<file path="src/rtl/br_cls_pkg.sv">
package br_cls_pkg;
  localparam int TYPE_W = 18;
  localparam int OP_W   = 8;
  localparam int REG_W  = 3;

  localparam int B_USER    = 0;
  localparam int B_KERN    = 1;
  localparam int B_CALL    = 2;
  localparam int B_RET     = 3;
  localparam int B_SYSCALL = 4;
  localparam int B_SYSRET  = 5;
  localparam int B_INT     = 6;
  localparam int B_IRET    = 7;
  localparam int B_JCC     = 8;
  localparam int B_JMP     = 9;
  localparam int B_IRQ     = 10;
  localparam int B_ICALL   = 11;
  localparam int B_ABORT   = 12;
  localparam int B_IN_TX   = 13;
  localparam int B_NO_TX   = 14;
  localparam int B_ZCALL   = 15;
  localparam int B_CSTACK  = 16;
  localparam int B_IJMP    = 17;

  localparam int CLASS_LO  = 2;

  typedef logic [TYPE_W-1:0] br_type_t;

  function automatic br_type_t bit_of(input int pos);
    br_type_t t;
    t      = '0;
    t[pos] = 1'b1;
    return t;
  endfunction
endpackage

</file>
<file path="src/rtl/br_cls_esc_decode.sv">
module br_cls_esc_decode
  import br_cls_pkg::*;
(
  input  logic [OP_W-1:0] op1_i,
  output br_type_t        kind_o
);
  always_comb begin
    kind_o = '0;
    case (op1_i) inside
      8'h05, 8'h34:   kind_o = bit_of(B_SYSCALL);
      8'h07, 8'h35:   kind_o = bit_of(B_SYSRET);
      [8'h80:8'h8F]:  kind_o = bit_of(B_JCC);
      default:        kind_o = '0;
    endcase
  end
endmodule

</file>
<file path="src/rtl/br_cls_op_decode.sv">
module br_cls_op_decode
  import br_cls_pkg::*;
(
  input  logic [OP_W-1:0]  op0_i,
  input  logic [OP_W-1:0]  op1_i,
  input  logic             imm_zero_i,
  input  logic [REG_W-1:0] modrm_reg_i,
  output br_type_t         kind_o
);
  br_type_t esc_kind;

  br_cls_esc_decode u_esc (
    .op1_i  (op1_i),
    .kind_o (esc_kind)
  );

  always_comb begin
    kind_o = '0;
    case (op0_i) inside
      8'h0F:                       kind_o = esc_kind;
      [8'h70:8'h7F], [8'hE0:8'hE3]: kind_o = bit_of(B_JCC);
      8'hC2, 8'hC3, 8'hCA, 8'hCB:   kind_o = bit_of(B_RET);
      8'hCF:                       kind_o = bit_of(B_IRET);
      [8'hCC:8'hCE]:               kind_o = bit_of(B_INT);
      8'hE8:                       kind_o = imm_zero_i ? bit_of(B_ZCALL) : bit_of(B_CALL);
      8'h9A:                       kind_o = bit_of(B_CALL);
      [8'hE9:8'hEB]:               kind_o = bit_of(B_JMP);
      8'hFF: begin
        case (modrm_reg_i)
          3'd2, 3'd3: kind_o = bit_of(B_ICALL);
          3'd4, 3'd5: kind_o = bit_of(B_IJMP);
          default:    kind_o = '0;
        endcase
      end
      default:                     kind_o = '0;
    endcase
  end
endmodule

</file>
<file path="src/rtl/br_cls_priv_fix.sv">
module br_cls_priv_fix
  import br_cls_pkg::*;
(
  input  br_type_t kind_i,
  input  logic     op_ok_i,
  input  logic     abort_i,
  input  logic     src_zero_i,
  input  logic     dst_zero_i,
  input  logic     src_kern_i,
  input  logic     dst_kern_i,
  output br_type_t type_o
);
  br_type_t priv;
  br_type_t remap;
  logic     ring_up;

  assign priv    = dst_kern_i ? bit_of(B_KERN) : bit_of(B_USER);
  assign ring_up = !src_kern_i && dst_kern_i;

  // user->kernel entry not caused by syscall/int is an irq or fault
  always_comb begin
    remap = kind_i;
    if (ring_up && kind_i != bit_of(B_SYSCALL) && kind_i != bit_of(B_INT))
      remap = bit_of(B_IRQ);
  end

  always_comb begin
    if (src_zero_i || dst_zero_i)
      type_o = '0;
    else if (abort_i)
      type_o = bit_of(B_ABORT) | priv;
    else if (!op_ok_i)
      type_o = bit_of(B_ABORT);
    else if (remap != '0)
      type_o = remap | priv;
    else
      type_o = '0;
  end
endmodule

</file>
<file path="src/rtl/br_type_classifier.sv">
module br_type_classifier
  import br_cls_pkg::*;
#(
  parameter bit OUT_REG = 1'b1
) (
  input  logic              clk_i,
  input  logic              rst_ni,
  input  logic              in_valid_i,
  input  logic [OP_W-1:0]   op0_i,
  input  logic [OP_W-1:0]   op1_i,
  input  logic              imm_zero_i,
  input  logic [REG_W-1:0]  modrm_reg_i,
  input  logic              op_ok_i,
  input  logic              abort_i,
  input  logic              src_zero_i,
  input  logic              dst_zero_i,
  input  logic              src_kern_i,
  input  logic              dst_kern_i,
  output logic              out_valid_o,
  output logic [TYPE_W-1:0] type_o
);
  br_type_t kind;
  br_type_t result;

  br_cls_op_decode u_dec (
    .op0_i       (op0_i),
    .op1_i       (op1_i),
    .imm_zero_i  (imm_zero_i),
    .modrm_reg_i (modrm_reg_i),
    .kind_o      (kind)
  );

  br_cls_priv_fix u_fix (
    .kind_i     (kind),
    .op_ok_i    (op_ok_i),
    .abort_i    (abort_i),
    .src_zero_i (src_zero_i),
    .dst_zero_i (dst_zero_i),
    .src_kern_i (src_kern_i),
    .dst_kern_i (dst_kern_i),
    .type_o     (result)
  );

  generate
    if (OUT_REG) begin : g_reg
      logic     vld_q;
      br_type_t type_q;

      always_ff @(posedge clk_i or negedge rst_ni) begin
        if (!rst_ni) begin
          vld_q  <= 1'b0;
          type_q <= '0;
        end else begin
          vld_q <= in_valid_i;
          if (in_valid_i) type_q <= result;
        end
      end

      assign out_valid_o = vld_q;
      assign type_o      = type_q;


      valid_follow_chk: assert property (@(posedge clk_i) disable iff (!rst_ni)
        in_valid_i |=> out_valid_o);

      valid_drop_chk: assert property (@(posedge clk_i) disable iff (!rst_ni)
        !in_valid_i |=> !out_valid_o);

      type_hold_chk: assert property (@(posedge clk_i) disable iff (!rst_ni)
        !in_valid_i |=> $stable(type_o));

      zero_addr_chk: assert property (@(posedge clk_i) disable iff (!rst_ni)
        in_valid_i && (src_zero_i || dst_zero_i) |=> type_o == '0);

      abort_chk: assert property (@(posedge clk_i) disable iff (!rst_ni)
        in_valid_i && !src_zero_i && !dst_zero_i && abort_i |=>
          type_o == (bit_of(B_ABORT) | ($past(dst_kern_i) ? bit_of(B_KERN) : bit_of(B_USER))));

      no_fetch_chk: assert property (@(posedge clk_i) disable iff (!rst_ni)
        in_valid_i && !src_zero_i && !dst_zero_i && !abort_i && !op_ok_i |=>
          type_o == bit_of(B_ABORT));

      one_class_chk: assert property (@(posedge clk_i) disable iff (!rst_ni)
        out_valid_o |-> $onehot0(type_o[TYPE_W-1:CLASS_LO]));

      one_priv_chk: assert property (@(posedge clk_i) disable iff (!rst_ni)
        out_valid_o |-> !(type_o[B_USER] && type_o[B_KERN]));
    end else begin : g_comb
      assign out_valid_o = in_valid_i;
      assign type_o      = result;
    end
  endgenerate
endmodule

</file>
<file path="config.mk">
export PLATFORM = sky130hd
export DESIGN_NAME = br_type_classifier
export DESIGN_NICKNAME = d
export VERILOG_FILES = /design/src/rtl/br_cls_pkg.sv /design/src/rtl/br_cls_esc_decode.sv /design/src/rtl/br_cls_op_decode.sv /design/src/rtl/br_cls_priv_fix.sv /design/src/rtl/br_type_classifier.sv
export SDC_FILE = /design/constraint.sdc
export NUM_CORES = 1
export LEC_CHECK = 0
export CAP_MARGIN = 5
export CORE_MARGIN = 2
export CORE_UTILIZATION = 65
export DETAILED_ROUTE_END_ITERATION = 7
export DONT_BUFFER_PORTS = 1
export PLACE_DENSITY = 0.89
export SLEW_MARGIN = 20
export SYNTH_ARGS = -nofsm -noshare
export SYNTH_HDL_FRONTEND = slang
export SYNTH_SLANG_ARGS = --single-unit
</file>
<file path="constraint.sdc">
create_clock -name clk_i -period 1.8 [get_ports clk_i]
set_input_delay 0.18 -clock clk_i [delete_from_list [all_inputs] [get_ports clk_i]]
set_output_delay 0.18 -clock clk_i [all_outputs]
set_load 0.03 [all_outputs]
</file>
======== Word level (Yosys, flattened, before mapping) ========
Index checks and enable logic that the tools add are counted.
storage, ports and cells
  word-level logic and storage cells ...... 69
  output and inout bits ................... 19
  flip-flop bits (word level) ............. 19
  input port bits ......................... 29
cells by class
  bitwise gates (word level) .............. 1
  $lt $le $gt $ge ......................... 10
  equality and inequality tests ........... 19
  reduce and logical (&&, ||, !) cells .... 17
  muxes and demuxes ....................... 20
operators by type and width
  kind                                                                                 count
  18-bit two-way mux                                                                   15
  8-bit equality test, second input constant                                           8
  18-bit one-hot mux with 2 select lines                                               1
  8-bit greater-or-equal comparator, second input constant                             4
  8-bit less-or-equal comparator, second input constant                                4
  9-bit two-way mux                                                                    2
  18-bit by 5-bit != test with 1-bit output, second input constant                     1
  18-bit by 7-bit != test with 1-bit output, second input constant                     1
  18-bit OR                                                                            1
  18-bit nonzero test                                                                  1
  8-bit by 3-bit equality test with 1-bit output, second input constant                2
  8-bit by 6-bit equality test with 1-bit output, second input constant                2
  16-bit two-way mux                                                                   1
  2-bit OR reduction                                                                   5
  8-bit by 4-bit equality test with 1-bit output, second input constant                1
  8-bit by 7-bit greater-or-equal comparator with 1-bit output, second input constant  1
  8-bit by 7-bit less-or-equal comparator with 1-bit output, second input constant     1
  1-bit logical AND                                                                    8
  3-bit by 2-bit equality test with 1-bit output, second input constant                2
  3-bit equality test, second input constant                                           2
  4-bit OR reduction                                                                   1
  2-bit two-way mux                                                                    1
  1-bit logical NOT                                                                    1
  1-bit logical OR                                                                     1

======== Longest topological paths before layout ========
  word-level depth ........................ 21
  mapped depth ............................ 8

======== Modules after synthesis ========
A second synthesis with hierarchy kept.
second synthesis, totals
  cells, all modules ...................... 148
  area total of the unflattened synthesis .. 1,515.2 um^2
by module, submodules not included
  module              area each (um^2)  cells an instance  times used
  br_type_classifier  747.0             39                 1
  br_cls_op_decode    294.0             42                 1
  br_cls_priv_fix     274.0             42                 1
  br_cls_esc_decode   200.2             25                 1

======== Least setup slack after synthesis ========
No wires, ideal clock.
  kind .................................... input -> register
  start point ............................. input port op0_i[4]
  end point ............................... register g_reg.type_q[11], in the netlist type_o[11]
  buffers on the path ..................... 2
  arrival ................................. 1.763 ns
  setup time .............................. 0.067 ns
  setup slack ............................. -0.030 ns
  stages .................................. 8
  cell sequence ........................... clkbuf_1 > or4bb_1 > a211oi_1 > a31oi_1 > a21o_1 > buf_6 > nor3_2 > a32o_2
on the way
  word-level cells in the longest chain between the ends .. 19
  elaborated cells on any way between the ends .. 43
  those cells by class .................... order compare (8); eq/ne (11); mux (14); bitwise (1); reduce/logical (9)
ends and longest elaborated chain
  what                                                                 line                                          text
  start: declaration                                                   br_type_classifier.sv:9                       input logic [OP_W-1:0] op0_i,
  8-bit greater-or-equal comparator (no line) (tied with other cells)  -
  1-bit logical AND (no line) or 18-bit two-way mux (tied branches)    -
  18-bit two-way mux (7 in a row)                                      br_cls_op_decode.sv:19                        case (op0_i) inside
  18-bit two-way mux *                                                 br_cls_op_decode.sv:19
  18-bit by 5-bit != test with 1-bit output                            br_cls_priv_fix.sv:23                         if (ring_up && kind_i != bit_of(B_SYSCALL) && kind_i != bit_of(B_INT))
  1-bit logical AND (2 in a row)                                       br_cls_priv_fix.sv:23
  18-bit two-way mux *                                                 br_cls_priv_fix.sv:23
  18-bit nonzero test or 18-bit OR (tied branches)                     br_cls_priv_fix.sv:34, br_cls_priv_fix.sv:35
  18-bit two-way mux *                                                 br_cls_priv_fix.sv:34                         else if (remap != '0)
  18-bit two-way mux *                                                 br_cls_priv_fix.sv:32                         else if (!op_ok_i)
  18-bit two-way mux *                                                 br_cls_priv_fix.sv:30                         else if (abort_i)
  18-bit two-way mux *                                                 br_cls_priv_fix.sv:28                         if (src_zero_i || dst_zero_i)
  end signal: assignment                                               br_type_classifier.sv:55                      if (in_valid_i) type_q <= result;
  end: declaration                                                     br_type_classifier.sv:47                      br_type_t type_q;
Mark *: on every way between the ends. The rest lies on a longest branch, timed or not.
A chain may end at the register's enable or synchronous reset.

======== Worst setup path in the final report ========
  start point ............................. input port op0_i[6]
  end point ............................... register g_reg.type_q[2], in the netlist type_o[2]
Same word-level chain as after synthesis.

==> metrics.md <==
| Metric | Value |
|---|---|
| Worst EP arrival | `1800 ps` |
| WP data required | `just over 2000 ps` |
| WL/cell | `between 15 and 20 um` |
| Clk slew on worst S/H paths | `around 100 ps` |
| Post-synthesis sequential area ratio | `just over 40%` |
| Class of the worst hold path | `in -> reg` |
| Placed insts | `116` |
| Final setup margin | `around 230 ps` |
| Post-CTS Setup Inserts | `0` |
| Cell variety after synth | `37` |
| # setup viols final | `0` |
| IO buf count | `0` |
| Drt drc | `0` |
| Buf+Inv Stages, Crit Path | `1` |
| Max clock buf depth | `2` |
| Dpl hpwl | `1.81 mm` |
| Vias in the first global route | `slightly below 900` |
| Status | `completed` |
| Worst setup EP type | `flip-flop` |
| Post-Place Setup Slack | `-42.4 ps` |
| Worst-Skew Late Latency | `290 ps` |
| Drt pass-1 iters | `4` |
| DR vias | `between 900 and 1000` |
| Die H | `~43 um` |
| Final core occ | `80.6%` |
| Worst vdd ir | `a little under 700 uV` |
| Critical setup path kind | `in -> reg` |
| Top fanout value on the critical path | `8` |
| Critical Path Max Stage Delay | `~530 ps` |
| Largest net degree at the start of global routing | `17` |
| Power density over cell area | `646 nW/um^2` |
| Global-route wire length before repair | `3.93 mm` |
| Antenna violations before repair | `0` |
| CTS H-tree lvls | `1` |
| Drt via density | `approximately 7.3` |
| Placer Congestion | `0.864` |
| Pleak | `between 0.4 and 0.5 nW` |
| Cts repair resizes | `0` |
| Max-cap violations | `0` |
| Slew headroom | `approximately half` |
| Final net count | `140` |
| Unrepaired setup endpoints after global routing | `false` |
| Number of synthesized register bits | `16` |
| Final number of max-transition violations | `0` |
| Cells after Synth | `99` |
| Core area | `around 1400 um^2` |
| Crit path cell chain | `or4_4, nor4b_4, a31oi_1, a21o_1, buf_4, o2bb2ai_1` |
| CTS tree | `built` |
| Finished Layout Cells | `between 100 and 150` |
| Die area | `1810 um^2` |
| Total track usage | `a little under a third` |
| CP max stage cell | `or4_4` |
| Antenna cells | `0` |
| Layout cells sized above 1 | `about a fifth` |
| Syn Area/Cell | `just under 10 um^2` |
| Crit path max-delay family | `simple AND/OR/NAND/NOR gates` |
| Post-route minimum period | `approximately 1600 ps` |
| Clock Skew | `0 ps` |
| Fin area | `1090 um^2` |
| Yosys warns | `0` |
| Startpoint type of the worst setup path | `input port` |
| Commonest non-fill, non-tap cells in the layout | `16 x dfrtp_1, 9 x inv_1, 8 x nand2_1` |
| Final ANT Viol Nets | `0` |
| Placement Cell Area | `around 1000 um^2` |
| Site Rows | `13` |
| I/O Pins | `48` |
| Final period util | `87.0%` |
| Global route overflow | `0` |
| Area grow syn2layout | `13.0%` |
| Commonest non-fill, non-tap cell in the layout | `dfrtp_1` |
| Fin. Hold Viols | `0` |
| Synthesized area | `slightly below 1000 um^2` |
| Initial Util | `between 70 and 80%` |
| Worst hold slack | `roughly 15 ps` |
| Final wirelength | `2.45 mm` |
| Initial DRC count | `33` |
| CTS Buf Count | `3` |
| Root Driver | `clkbuf_4` |
| Hold_buf cts | `5` |
| Worst Tran Pin Value | `between 700 and 800 ps` |
| CTS Sinks | `16` |
| Die width | `~43 um` |
| F_max | `about 0.64 GHz` |
-- routing by layer --
| layer | up-vias | GRT usage, % | part of all wire (%) |
|---|---|---|---|
| li1 | 403 | - | - |
| met1 | 433 | 31.8 | 34 |
| met2 | 64 | 51.4 | 53 |
| met3 | 12 | 11.6 | 9.7 |
| met4 | 0 | 15.0 | 3.7 |
| met5 | - | 0 | 0 |
-- worst register-to-register path: cells and delay by family, from the launching register on --
family / cells / cell delay [ps]
AO/OA/AOI/OAI: 1 / 70
buffers and inverters: 1 / 560
flip-flops: 1 / 500
AND/OR/NAND/NOR: 1 / 120
-- power breakdown --
part	internal (mW)	leakage [nW]	switching (mW)	total (mW)
registers	0.364	0.220	0.0147	0.379
clock network	0.124	0.0210	0.119	0.242
logic	0.0341	0.216	0.0480	0.0821
total	0.522	0.457	0.181	0.704
-- registers in the layout, summed over array words and instances, names as in the netlist --
| name | cells |
|---|---|
| type_o | 15 |
| out_valid_o | 1 |
-- Yosys cell counts --
master / count / area, um^2
a32o_1: 2 / 20.0
a211oi_1: 1 / 7.51
o2bb2ai_1: 6 / 52.6
nor3_2: 1 / 10.0
nor3_1: 4 / 20.0
or4bb_1: 1 / 11.3
nor2b_1: 1 / 6.26
dfrtp_1: 16 / 400
o21ai_0: 2 / 10.0
a32o_2: 1 / 11.3
o311ai_1: 1 / 8.76
nand3_1: 3 / 15.0
o32ai_1: 3 / 26.3
nor4b_1: 1 / 8.76
nor4b_4: 1 / 23.8
or4b_2: 1 / 10.0
nand2_1: 8 / 30.0
and4bb_2: 1 / 12.5
a32oi_1: 3 / 26.3
nor4_1: 2 / 12.5
nor2_1: 5 / 18.8
or4b_1: 1 / 10.0
clkbuf_1: 3 / 11.3
a21oi_1: 2 / 10.0
a21o_1: 2 / 15.0
mux2_2: 1 / 11.3
a31oi_1: 2 / 12.5
or2_2: 2 / 12.5
mux2i_1: 2 / 20.0
nand4_1: 3 / 18.8
o2111ai_1: 1 / 8.76
conb_1: 1 / 3.75
or4_4: 1 / 11.3
buf_6: 1 / 11.3
o41ai_1: 1 / 8.76
buf_4: 3 / 22.5
inv_1: 9 / 33.8
-- logic make-up (layout without fill, tap and decap cells) --
family / after synthesis / after routing / share of synthesized area, %
AOI/OAI and AO/OA: 27 / 27 / 22.6
buffers and inverters: 16 / 25 / 8.18
DFF: 16 / 16 / 41.6
muxes: 3 / 3 / 3.25
other: 1 / 3 / 0.389
and+or+nand+nor: 36 / 36 / 24.0
-- through the flow --
step                total power [mW]  TNS (ps)
global route                   0.731         0
CTS                            0.704         0
global placement               0.448         0
floorplan                      0.447         0
finish                         0.704         0
detailed placement             0.450      -131
-- final timing paths --
| path | start | endpoint | slack, ps | cells after the start |
|---|---|---|---|---|
| min in group asynchronous | rst_ni | type_o[15] | 360 | 1 |
| min | op0_i[1] | type_o[3] | 20 | 2 |
| min reg2reg | type_o[3] | type_o[3] | 700 | 1 |
| max in group asynchronous | rst_ni | type_o[4] | 970 | 1 |
| max reg2reg | type_o[12] | type_o[12] | 440 | 3 |
| max | op0_i[6] | type_o[2] | 230 | 6 |
-- layout make-up --
cell class,instances,area (um^2)
Clock buffer,4,36.3
Fill cell,87,262
Inverter,9,33.8
Multi-Input combinational cell,69,497
Sequential cell,16,400
Tap cell,15,18.8
Timing Repair Buffer,12,103
Power figures use the tool's default switching activity.
